<file path="src/rtl/iso_io_pkg.sv">
package iso_io_pkg;
  localparam int unsigned IO_ADDR_W  = 16;
  localparam int unsigned IO_DATA_W  = 8;
  localparam logic [IO_ADDR_W-1:0] IN_PORT_ADDR  = 16'h00F0;
  localparam logic [IO_ADDR_W-1:0] OUT_PORT_ADDR = 16'h00F2;

  typedef struct packed {
    logic in_rd;   // input buffer enabled
    logic out_wr;  // output latch load
  } io_sel_t;
endpackage

</file>
<file path="src/rtl/io_addr_decode.sv">
module io_addr_decode
  import iso_io_pkg::*;
#(
  parameter int unsigned ADDR_W = IO_ADDR_W,
  parameter logic [ADDR_W-1:0] IN_ADDR  = IN_PORT_ADDR[ADDR_W-1:0],
  parameter logic [ADDR_W-1:0] OUT_ADDR = OUT_PORT_ADDR[ADDR_W-1:0]
) (
  input  logic [ADDR_W-1:0] addr_i,
  input  logic              io_mem_i,
  input  logic              rd_i,
  input  logic              wr_i,
  output io_sel_t           sel_o
);
  // bits where the two port addresses differ are excluded from the shared compare
  localparam logic [ADDR_W-1:0] DIFF_MASK = IN_ADDR ^ OUT_ADDR;

  logic [ADDR_W-1:0] shared_ok;
  logic [ADDR_W-1:0] in_ok;
  logic [ADDR_W-1:0] out_ok;

  for (genvar b = 0; b < ADDR_W; b++) begin : g_bit
    if (DIFF_MASK[b]) begin : g_diff
      assign shared_ok[b] = 1'b1;
      assign in_ok[b]     = (addr_i[b] == IN_ADDR[b]);
      assign out_ok[b]    = (addr_i[b] == OUT_ADDR[b]);
    end else begin : g_same
      assign shared_ok[b] = (addr_i[b] == IN_ADDR[b]);
      assign in_ok[b]     = 1'b1;
      assign out_ok[b]    = 1'b1;
    end
  end

  logic io_cycle;
  logic shared_hit;
  assign io_cycle   = ~io_mem_i;
  assign shared_hit = &shared_ok;

  always_comb begin
    sel_o.in_rd  = io_cycle & rd_i & shared_hit & (&in_ok);
    sel_o.out_wr = io_cycle & wr_i & shared_hit & (&out_ok);
  end
endmodule

</file>
<file path="src/rtl/io_in_buffer.sv">
module io_in_buffer #(
  parameter int unsigned DATA_W = 8
) (
  input  logic              en_i,
  input  logic [DATA_W-1:0] sw_i,
  output logic [DATA_W-1:0] rdata_o,
  output logic              oe_o
);
  assign rdata_o = en_i ? sw_i : '0;
  assign oe_o    = en_i;
endmodule

</file>
<file path="src/rtl/io_out_latch.sv">
module io_out_latch #(
  parameter int unsigned DATA_W = 8
) (
  input  logic              clk_i,
  input  logic              rst_ni,
  input  logic              load_i,
  input  logic [DATA_W-1:0] d_i,
  output logic [DATA_W-1:0] q_o
);
  always_ff @(posedge clk_i or negedge rst_ni) begin
    if (!rst_ni)     q_o <= '0;
    else if (load_i) q_o <= d_i;
  end
endmodule

</file>
<file path="src/rtl/iso_io_port.sv">
module iso_io_port
  import iso_io_pkg::*;
#(
  parameter int unsigned ADDR_W = IO_ADDR_W,
  parameter int unsigned DATA_W = IO_DATA_W,
  parameter logic [ADDR_W-1:0] IN_ADDR  = IN_PORT_ADDR[ADDR_W-1:0],
  parameter logic [ADDR_W-1:0] OUT_ADDR = OUT_PORT_ADDR[ADDR_W-1:0]
) (
  input  logic              clk_i,
  input  logic              rst_ni,
  input  logic              io_mem_i,
  input  logic              rd_i,
  input  logic              wr_i,
  input  logic [ADDR_W-1:0] addr_i,
  input  logic [DATA_W-1:0] wdata_i,
  input  logic [DATA_W-1:0] sw_i,
  output logic [DATA_W-1:0] rdata_o,
  output logic              rd_oe_o,
  output logic [DATA_W-1:0] led_o
);
  io_sel_t sel;

  io_addr_decode #(
    .ADDR_W  (ADDR_W),
    .IN_ADDR (IN_ADDR),
    .OUT_ADDR(OUT_ADDR)
  ) u_dec (
    .addr_i  (addr_i),
    .io_mem_i(io_mem_i),
    .rd_i    (rd_i),
    .wr_i    (wr_i),
    .sel_o   (sel)
  );

  io_in_buffer #(.DATA_W(DATA_W)) u_inbuf (
    .en_i   (sel.in_rd),
    .sw_i   (sw_i),
    .rdata_o(rdata_o),
    .oe_o   (rd_oe_o)
  );

  io_out_latch #(.DATA_W(DATA_W)) u_outlat (
    .clk_i (clk_i),
    .rst_ni(rst_ni),
    .load_i(sel.out_wr),
    .d_i   (wdata_i),
    .q_o   (led_o)
  );
endmodule

</file>
<file path="config.mk">
export PLATFORM = sky130hd
export DESIGN_NAME = iso_io_port
export DESIGN_NICKNAME = d
export VERILOG_FILES = /design/src/rtl/iso_io_pkg.sv /design/src/rtl/io_addr_decode.sv /design/src/rtl/io_in_buffer.sv /design/src/rtl/io_out_latch.sv /design/src/rtl/iso_io_port.sv
export SDC_FILE = /design/constraint.sdc
export NUM_CORES = 1
export LEC_CHECK = 0
export ABC_AREA = 1
export BUFFER_PORTS_ARGS = -buffer_cell sky130_fd_sc_hd__buf_2
export CORE_UTILIZATION = 36
export DETAILED_ROUTE_END_ITERATION = 10
export PLACE_DENSITY = 0.82
export SLEW_MARGIN = 20
export SYNTH_ARGS = -nofsm -noshare
export SYNTH_HDL_FRONTEND = slang
export SYNTH_SLANG_ARGS = --single-unit
</file>
<file path="constraint.sdc">
create_clock -name clk_i -period 3 [get_ports clk_i]
set_input_delay 0.9 -clock clk_i [delete_from_list [all_inputs] [get_ports clk_i]]
set_output_delay 0.9 -clock clk_i [all_outputs]
set_load 0.01 [all_outputs]
</file>
==> impl_metrics.toml <==
[place]
place_congestion = 0.660
dpl.hpwl_um = 1100
dpl.cell_count = 136
placed_area_sq_um = 816
io_buffers = 53
pre_cts_ws_ps = 289

[synthesis]
syn_area_sq_um = 522
synth_xor_area_share_pct = 0
yosysWarnings = 0
yosys.area.top_type = "dfrtp_1"
synth_area_per_cell_sq_um = 7.79
muxShareOfSynthArea_pct = 0
synth_compound_area_share_pct = 0
syn-num-nets = 104
netlist_top_cells_area = "dfrtp_1 (38%), nand2_1 (13%), nor2_2 (11%), nand4_1 (9.6%), inv_1 (7.9%)"
synth-adder-area-share_pct = 0
synth-simple-area-share_pct = 52.8
synth_cells = 67
synth-seq-cells = 8
ys_types = 13
synth_top_family_by_area = "simple AND/OR/NAND/NOR gates"
synth_top_area_share_pct = 38.4
ys_seq_area_share_pct = 38.4

[detailed_routing]
drtPass1Iterations = 3
drtAntennaViolNets = 0
vias_per_cell = 4.60
drtIter0Drc = 7
wl_per_cell_um = 9.27
drc = 0
vias = 639
drt_wl_total_um = 1290

[sta]
tightest_slew_ps = 370
min_period_ps = 2690
setup_violations = 0
maxSlewViolCount = 0
max_clock_freq_ghz = 0.372
fin_setup_tns_ps = 0
clock_skew_ps = 0
setup_ws_ps = 310
hold_viol_final = 0
fin_crit_sh_pct = 89.7
relSlewSlack_pct = 75.3
rsz0062_at_grt = "no"

[global_route]
first_global_vias = 501
grtUsageTotal_pct = 16.6
grt_first_pass_wirelength_um = 1830
grt_start_max_net_pins = 10
grt_overflow = 0
grt_antenna_before_repair = 0

[layout]
largest_reg_flops = 8
top_register = "u_outlat.q_o"
n_antenna_cell = 0
largestRegisters = "u_outlat.q_o x8"
design_area_sq_um = 838
layoutNonFillerInstCount = 139
syn2layout_area_growth_pct = 60.7
drive_gt1_share_pct = 58.1
final_nets = 163

[worst_setup_path]
ff2ff_path_depth = 2
crit_type = "input port to primary output"
endpoint_kind = "primary output"
arrival_ps = 1790
cp_max_fo = 9
worst_setup_path_start_kind = "input port"
crit_required_ps = 2100

[clock_network]
cts_inserted_buffers = 3
cts.sinks = 8
cts.hold.buffers_added = 0
clk_latency_ps = 250
htreeDepth = 1
cts-resized-gates = 0
cts_tree = "built"
postCtsSetupBuffers = 0
path_clk_slew_ps = 50
cts_root_buffer = "clkbuf_4"
clockBufferDepth = 2

[flow_run]
maxCapViolCount = 0

[floorplanning]
placementRows = 13
dieArea_sq_um = 1610
fp.dieW_um = 40.1
coreArea_sq_um = 1320
pin_count = 54
initial_core_util_pct = 39.6
die_y_um = 40.1

[power]
p_per_area_nw_per_um2 = 265
p_leak_nw = 0.540
ir_worst_vdd_v = 0.000139

[status]
status = "complete, no violations"

[hold_path]
holdPathStages = 2
min-delay-path-class = "register to register"
[final timing paths]
check | startpoint | end | slack, ps
setup reg to reg | u_outlat.q_o[6] | u_outlat.q_o[6] | 2400
min in group asynchronous | rst_ni | u_outlat.q_o[4] | 490
setup / recovery | addr_i[1] | rdata_o[2] | 310
max in group asynchronous | rst_ni | u_outlat.q_o[2] | 2350
hold reg to reg | u_outlat.q_o[1] | u_outlat.q_o[1] | 460
hold / removal | u_outlat.q_o[1] | u_outlat.q_o[1] | 460
[routing by layer]
layer	GRT usage (%)	up-vias	share of wire, %
li1	-	331	-
met1	19.7	268	39
met5	0	-	0
met4	11.2	0	0
met2	27.4	40	50
met3	2.22	0	11
[synth_stat cells]
master,n
nand3_1,1
clkbuf_2,1
nand3_2,1
nor3b_1,1
nand2_1,18
dfrtp_1,8
nand4_1,8
nor2_2,9
nor2_1,4
nor2_4,2
and3_1,1
inv_1,11
nand3_4,2
[worst max-delay path, cell delays in order]
cell and delay [ps]:
buf_2 100, nor3b_1 340, nand3_4 200, nor2_2 110, buf_2 130
[placed cells by master, fill, tap and decap left out]
master,n
nand2_1,18
nor2_4,2
buf_2,53
inv_1,11
nor2_2,9
nor3b_1,1
and3_1,1
nand3_2,1
dfrtp_1,8
clkbuf_4,3
nand4_1,8
nand3_4,2
buf_4,2
nand3_1,1
nor2_1,4
[where the power goes]
group          internal, W  leakage (nW)  switching [W]
combinational    0.0000197         0.415      0.0000158
clock            0.0000455        0.0138      0.0000331
sequential        0.000108         0.112  0.00000000896
total             0.000173         0.540      0.0000489
[metrics by stage]
stage | hold WS (ps) | power (W) | utilization, %
finish | 465 | 0.000222 | 63.6
global route | 480 | 0.000238 | 63.6
CTS | 467 | 0.000228 | 63.6
detailed placement | 453 | 0.000146 | 61.9
global placement | 448 | 0.000145 | 61.9
floorplan | 507 | 0.000120 | -
[logic make-up (layout without fill, tap and decap cells)]
family,count (synthesis),in the layout
buffers and inverters,12,69
and+or+nand+nor,47,47
DFF,8,8
[final cells by class]
| type | instances | area, sq um |
|---|---|---|
| fill | 127 | 479 |
| timing repair buffer | 55 | 280 |
| multi-input combinational | 47 | 275 |
| sequential | 8 | 200 |
| inverter | 11 | 41.3 |
| clock buffer | 3 | 22.5 |
| tap | 15 | 18.8 |
(Power assumes the default switching activity.)
